**src/rtl/eep_pkg.sv**
```systemverilog
package eep_pkg;
  localparam logic [3:0] DEV_ID = 4'b1010;

  typedef enum logic [3:0] {
    S_IDLE,
    S_ADDR,
    S_AACK,
    S_WADR,
    S_WAACK,
    S_WDAT,
    S_WDACK,
    S_RDAT,
    S_RACK
  } eep_st_e;
endpackage

```
**src/rtl/eep_bus_sync.sv**
```systemverilog
module eep_bus_sync (
  input  logic clk_i,
  input  logic rst_ni,
  input  logic scl_i,
  input  logic sda_i,
  output logic scl_rise_o,
  output logic scl_fall_o,
  output logic start_o,
  output logic stop_o,
  output logic sda_o
);
  logic [1:0] scl_s, sda_s;
  logic       scl_p, sda_p;

  always_ff @(posedge clk_i or negedge rst_ni) begin
    if (!rst_ni) begin
      scl_s <= 2'b11;
      sda_s <= 2'b11;
      scl_p <= 1'b1;
      sda_p <= 1'b1;
    end else begin
      scl_s <= {scl_s[0], scl_i};
      sda_s <= {sda_s[0], sda_i};
      scl_p <= scl_s[1];
      sda_p <= sda_s[1];
    end
  end

  assign scl_rise_o = scl_s[1] & ~scl_p;
  assign scl_fall_o = ~scl_s[1] & scl_p;
  assign start_o    = scl_s[1] & scl_p & sda_p & ~sda_s[1];
  assign stop_o     = scl_s[1] & scl_p & ~sda_p & sda_s[1];
  assign sda_o      = sda_s[1];
endmodule

```
**src/rtl/eep_wr_timer.sv**
```systemverilog
module eep_wr_timer #(
  parameter int unsigned WR_CYCLES = 500000
) (
  input  logic clk_i,
  input  logic rst_ni,
  input  logic load_i,
  output logic busy_o
);
  localparam int CW = $clog2(WR_CYCLES + 1);

  logic [CW-1:0] cnt_q;

  always_ff @(posedge clk_i or negedge rst_ni) begin
    if (!rst_ni)             cnt_q <= '0;
    else if (load_i)         cnt_q <= CW'(WR_CYCLES);
    else if (cnt_q != '0)    cnt_q <= cnt_q - 1'b1;
  end

  assign busy_o = (cnt_q != '0);
endmodule

```
**src/rtl/eep_store.sv**
```systemverilog
module eep_store #(
  parameter int AW = 8,
  parameter int DW = 8,
  parameter int PB = 2
) (
  input  logic                         clk_i,
  input  logic                         rst_ni,
  input  logic                         commit_i,
  input  logic [AW-PB-1:0]             page_i,
  input  logic [(1<<PB)-1:0]           slot_vld_i,
  input  logic [(1<<PB)-1:0][DW-1:0]   slot_dat_i,
  input  logic [AW-1:0]                raddr_i,
  output logic [DW-1:0]                rdata_o
);
  localparam int DEPTH = 1 << AW;
  localparam int SLOTS = 1 << PB;

  logic [DW-1:0] mem_q [DEPTH];

  always_ff @(posedge clk_i or negedge rst_ni) begin
    if (!rst_ni) begin
      mem_q <= '{default: '0};
    end else if (commit_i) begin
      for (int i = 0; i < SLOTS; i++)
        if (slot_vld_i[i]) mem_q[{page_i, PB'(i)}] <= slot_dat_i[i];
    end
  end

  assign rdata_o = mem_q[raddr_i];
endmodule

```
**src/rtl/i2c_eeprom_target.sv**
```systemverilog
module i2c_eeprom_target
  import eep_pkg::*;
#(
  parameter int          AW        = 8,
  parameter int          PB        = 2,
  parameter int unsigned WR_CYCLES = 500000
) (
  input  logic       clk_i,
  input  logic       rst_ni,
  input  logic       scl_i,
  input  logic       sda_i,
  output logic       sda_oe_o,
  input  logic [2:0] strap_i,
  input  logic       wc_ni,
  output logic       busy_o
);
  localparam int DW    = 8;
  localparam int SLOTS = 1 << PB;

  logic scl_rise, scl_fall, start_evt, stop_evt, sda_s;

  eep_st_e                   st_q;
  logic [3:0]                cnt_q;
  logic [DW-1:0]             sh_q, tx_q;
  logic [AW-1:0]             ptr_q;
  logic                      oe_q, mack_q;
  logic [SLOTS-1:0]          slot_vld_q;
  logic [SLOTS-1:0][DW-1:0]  slot_dat_q;
  logic [DW-1:0]             rdata;
  logic                      commit;

  eep_bus_sync u_sync (
    .clk_i      (clk_i),
    .rst_ni     (rst_ni),
    .scl_i      (scl_i),
    .sda_i      (sda_i),
    .scl_rise_o (scl_rise),
    .scl_fall_o (scl_fall),
    .start_o    (start_evt),
    .stop_o     (stop_evt),
    .sda_o      (sda_s)
  );

  // only STOP programs the array; WC high drops the buffered page
  assign commit = stop_evt & (|slot_vld_q) & ~wc_ni & ~busy_o;

  eep_wr_timer #(.WR_CYCLES(WR_CYCLES)) u_timer (
    .clk_i  (clk_i),
    .rst_ni (rst_ni),
    .load_i (commit),
    .busy_o (busy_o)
  );

  eep_store #(.AW(AW), .DW(DW), .PB(PB)) u_store (
    .clk_i      (clk_i),
    .rst_ni     (rst_ni),
    .commit_i   (commit),
    .page_i     (ptr_q[AW-1:PB]),
    .slot_vld_i (slot_vld_q),
    .slot_dat_i (slot_dat_q),
    .raddr_i    (ptr_q),
    .rdata_o    (rdata)
  );

  always_ff @(posedge clk_i or negedge rst_ni) begin
    if (!rst_ni) begin
      st_q       <= S_IDLE;
      cnt_q      <= '0;
      sh_q       <= '0;
      tx_q       <= '0;
      ptr_q      <= '0;
      oe_q       <= 1'b0;
      mack_q     <= 1'b0;
      slot_vld_q <= '0;
      slot_dat_q <= '0;
    end else if (start_evt) begin
      st_q       <= S_ADDR;
      cnt_q      <= '0;
      oe_q       <= 1'b0;
      slot_vld_q <= '0;
    end else if (stop_evt) begin
      st_q       <= S_IDLE;
      oe_q       <= 1'b0;
      slot_vld_q <= '0;
    end else begin
      unique case (st_q)
        S_ADDR, S_WADR, S_WDAT: begin
          if (scl_rise) begin
            sh_q  <= {sh_q[DW-2:0], sda_s};
            cnt_q <= cnt_q + 1'b1;
          end else if (scl_fall && cnt_q == 4'd8) begin
            cnt_q <= '0;
            if (st_q == S_ADDR) begin
              if (sh_q[7:1] == {DEV_ID, strap_i} && !busy_o) begin
                st_q <= S_AACK;
                oe_q <= 1'b1;
              end else begin
                st_q <= S_IDLE;
              end
            end else if (st_q == S_WADR) begin
              st_q <= S_WAACK;
              oe_q <= 1'b1;
            end else begin
              st_q <= S_WDACK;
              oe_q <= 1'b1;
            end
          end
        end
        S_AACK: if (scl_fall) begin
          if (sh_q[0]) begin
            st_q  <= S_RDAT;
            tx_q  <= rdata;
            ptr_q <= ptr_q + 1'b1;
            oe_q  <= ~rdata[DW-1];
          end else begin
            st_q <= S_WADR;
            oe_q <= 1'b0;
          end
        end
        S_WAACK: if (scl_fall) begin
          ptr_q <= sh_q;
          st_q  <= S_WDAT;
          oe_q  <= 1'b0;
        end
        S_WDACK: if (scl_fall) begin
          slot_dat_q[ptr_q[PB-1:0]] <= sh_q;
          slot_vld_q[ptr_q[PB-1:0]] <= 1'b1;
          ptr_q <= {ptr_q[AW-1:PB], ptr_q[PB-1:0] + 1'b1};
          st_q  <= S_WDAT;
          oe_q  <= 1'b0;
        end
        S_RDAT: begin
          if (scl_rise) begin
            cnt_q <= cnt_q + 1'b1;
          end else if (scl_fall) begin
            if (cnt_q == 4'd8) begin
              cnt_q <= '0;
              oe_q  <= 1'b0;
              st_q  <= S_RACK;
            end else begin
              oe_q <= ~tx_q[DW-2];
              tx_q <= {tx_q[DW-2:0], 1'b0};
            end
          end
        end
        S_RACK: begin
          if (scl_rise) begin
            mack_q <= ~sda_s;
          end else if (scl_fall) begin
            if (mack_q) begin
              st_q  <= S_RDAT;
              tx_q  <= rdata;
              ptr_q <= ptr_q + 1'b1;
              oe_q  <= ~rdata[DW-1];
            end else begin
              st_q <= S_IDLE;
            end
          end
        end
        default: ;
      endcase
    end
  end

  assign sda_oe_o = oe_q;
endmodule

```
**config.mk**
```make
export PLATFORM = sky130hd
export DESIGN_NAME = i2c_eeprom_target
export DESIGN_NICKNAME = d
export VERILOG_FILES = /design/src/rtl/eep_pkg.sv /design/src/rtl/eep_bus_sync.sv /design/src/rtl/eep_wr_timer.sv /design/src/rtl/eep_store.sv /design/src/rtl/i2c_eeprom_target.sv
export SDC_FILE = /design/constraint.sdc
export NUM_CORES = 2
export LEC_CHECK = 0
export BUFFER_PORTS_ARGS = -buffer_cell sky130_fd_sc_hd__clkbuf_2
export CORE_AREA = 8 8 585 587
export CTS_BUF_LIST = sky130_fd_sc_hd__clkbuf_8 sky130_fd_sc_hd__clkbuf_16
export DETAILED_ROUTE_END_ITERATION = 6
export DIE_AREA = 0 0 593 595
export GPL_TIMING_DRIVEN = 0
export PLACE_DENSITY = 0.54
export REMOVE_ABC_BUFFERS = 1
export SLEW_MARGIN = 20
export SYNTH_ARGS = -nofsm -noshare
export SYNTH_HDL_FRONTEND = slang
export SYNTH_SLANG_ARGS = --single-unit
```
**constraint.sdc**
```tcl
create_clock -name clk_i -period 3.54 [get_ports clk_i]
set_input_delay 0.177 -clock clk_i [delete_from_list [all_inputs] [get_ports clk_i]]
set_output_delay 0.177 -clock clk_i [all_outputs]
set_load 0.005 [all_outputs]
```
==> impl_metrics.ini <==
[die]
die_h_um = 595
die-area_um2 = 353000
rows = 212
start_util_pct = 32.8
num_io_pins = 10
die_width_um = 593
core_region_area_um2 = 332000

[sta]
worst-slew-pin-transition_ps = 1100
fin_skew_ps = 35.5
fin_ws_ps = -144
final_hold_viol_count = 0
fmax_mhz = 271
slew-limit-headroom_pct = 26.4
fin_crit_sh_pct = 104
finalMaxSlewViolations = 0
tns_ps = -3320
finalSetupViolations = 51
rsz0062_at_grt = true
finalCriticalPeriod_ps = 3680

[run]
drv_cap = 0

[detailed_routing]
routed_wl_um = 383000
drc = 0
first_iter_violations = 6002
antenna_left = 0
dr.pass1.iters = 6
via_count = 65200
vias_per_cell = 5.54
routedWlPerCell_um = 32.5

[synthesis]
ys_seq_area_share_pct = 49.1
yosysMostFrequentCell = dfrtp_1
synth_top_area_share_pct = 49.0
avgSynthCellArea_um2 = 15.4
synth_edf_count = 0
syn_inst = 7068
synthArstFlopShare_pct = 100
yosys.area.top_type = dfrtp_1
syn_area_um2 = 109000
synth_seq_cells = 2142
netlist_top_cells_area = dfrtp_1 (49%), mux2_4 (23%), mux2i_1 (7.9%), mux2_2 (4.2%), nand2_8 (3.7%)
synth_flop_cell = dfrtp_1
synthDistinctLibCells = 87
ys.warnings.count = 0
yosys-top-cells-count = dfrtp_1 (2136), mux2_4 (1680), mux2i_1 (864)

[pwr]
leakage_nw = 63.2
vdd_ir_drop_max_mv = 0.438
p_per_area_nw_per_um2 = 525

[outcome]
status = finished, violations left
violations = setup timing

[global_routing]
grt_pass1_vias = 68500
grt_max_degree = 96
grt_pass1_wl_um = 545000
antenna_found_initial = 17
grt_use_total_pct = 21.2
overflow = 0

[place]
dp_hpwl_um = 240000
routabilityCongestion = 0.799
port_buffers = 9

[critical_path]
critPathRequiredTime_ps = 4300
path_max_fanout = 19
end_kind = register
critPathLaunchType = register
crit_start = ptr_q[1]
critical_path_class = register to register
r2r-start = ptr_q[1]
worstPathArrival_ps = 4440

[finish]
regArea_um2 = 53800
postLayoutCoreUtil_pct = 38.6
drive_above_1_share_pct = 46.4
nFillCells = 30300
area.growth.synth_to_final_pct = 17.7
multi_input_area_um2 = 53700
nets = 7195

[cts]
clockBufferDepth = 3
cts_tree = built
cts_root_buf = clkbuf_16
clock_sinks = 2142
htreeDepth = 4
numCtsBuffers = 236
clk_pin_slew_ps = 60
clkLatencyLatePin_ps = 890

[min_path]
worstHoldStart = strap_i[2]
worst_hold_path_type = input port to register
==> cell usage in the layout (no fill, tap or decap), types with 27 or more instances in the layout <==
master        n
dfrtp_1    2096
mux2_4     1680
mux2i_1     853
o22ai_1     414
mux2_2      411
clkbuf_16   248
nand2_8     200
buf_16      131
buf_4        86
nand2_1      82
nor2_8       81
mux4_2       80
inv_1        71
buf_12       68
clkbuf_8     66
nor2_1       59
nor4_1       58
a21oi_1      41
a22oi_1      40
clkinv_2     37
dfrtp_4      37
buf_6        35
o21ai_0      29
bufbuf_16    27
==> path summary, 6_finish.rpt <==
kind | end | slack, ps | depth (start not counted)
setup / recovery | tx_q[5] | -140 | 11
hold / removal | st_q[1] | 130 | 7
setup reg to reg | tx_q[5] | -140 | 11
hold reg to reg | u_sync.scl_s[1] | 350 | 0
max in group asynchronous | u_store.mem_q[842] | 450 | 15
min in group asynchronous | u_store.mem_q[1647] | 600 | 9
==> flip-flops by register name (all words and copies together), names as in the netlist, 2 cells and up <==
name	cells
u_sync.scl_s	2
st_q	4
slot_vld_q	4
u_store.mem_q	2048
tx_q	7
cnt_q	4
u_timer.cnt_q	19
sh_q	8
u_sync.sda_s	2
slot_dat_q	32
ptr_q	8
==> critical path, cell delays in order (launching register included) <==
cell	delay [ps]
dfrtp_4	510
buf_16	190
bufbuf_16	340
nand4bb_4	130
buf_12	130
buf_4	380
o22ai_1	180
or4_4	570
nor3_4	490
a31oi_4	110
a22oi_2	280
a31oi_1	120
==> per-layer routing <==
metal,vias to the layer above,share of wire [%],global-route usage [%]
met5,-,0.022,0
met4,12,3.2,6.53
met3,599,6.4,4.05
met2,2503,45,32.1
met1,35800,46,30.5
li1,26300,-,-
==> timing repair <==
action                                 in CTS  in global routing
resized for setup                         103                 36
setup buffers                              89                 11
endpoints found under the hold margin     312                  0
pin swaps                                  34                  8
hold buffers                               23                  0
setup endpoints to repair                1297                435
cloned                                     33                  5
==> stage by stage <==
step / setup WS (ps) / instances / hold WS (ps) / total power, mW / area, µm²
floorplan: -29550 / 6557 / -119 / 30.3 / 106000
global placement: -51710 / 11000 / 285 / 34.5 / 112000
detailed placement: -1780 / 11200 / 221 / 39.4 / 117000
CTS: -186 / 11700 / 75.0 / 67.5 / 128000
global route: -91.1 / 11800 / 175 / 69.0 / 128000
finish: -144 / 11800 / 127 / 67.5 / 128000
==> report_power, final <==
group          switching, mW  internal, mW  total (mW)
clock                   10.5          15.2        25.7
combinational           9.65          6.03        15.7
sequential              1.32          24.7        26.0
total                   21.5          46.0        67.5
==> layout make-up <==
class                           count  share of cell area (%)
Antenna cell                       15                  0.0292
Clock buffer                      308                    5.43
Clock inverter                    129                   0.899
Inverter                           11                  0.0322
Multi-Input combinational cell   4408                    41.8
Sequential cell                  2142                    41.9
Tap cell                         4387                    4.27
Timing Repair Buffer              377                    5.65
==> cells by family after synthesis <==
| group | count (synthesis) | share of synthesized area [%] |
|---|---|---|
| flops | 2142 | 49.1 |
| buf+inv | 522 | 2.49 |
| compound gates | 598 | 3.52 |
| simple gates | 743 | 7.65 |
| fa+ha+maj | 11 | 0.126 |
| xor+xnor | 13 | 0.104 |
| mux | 3039 | 37.0 |
Note: power is estimated with default switching activity, not from simulation.
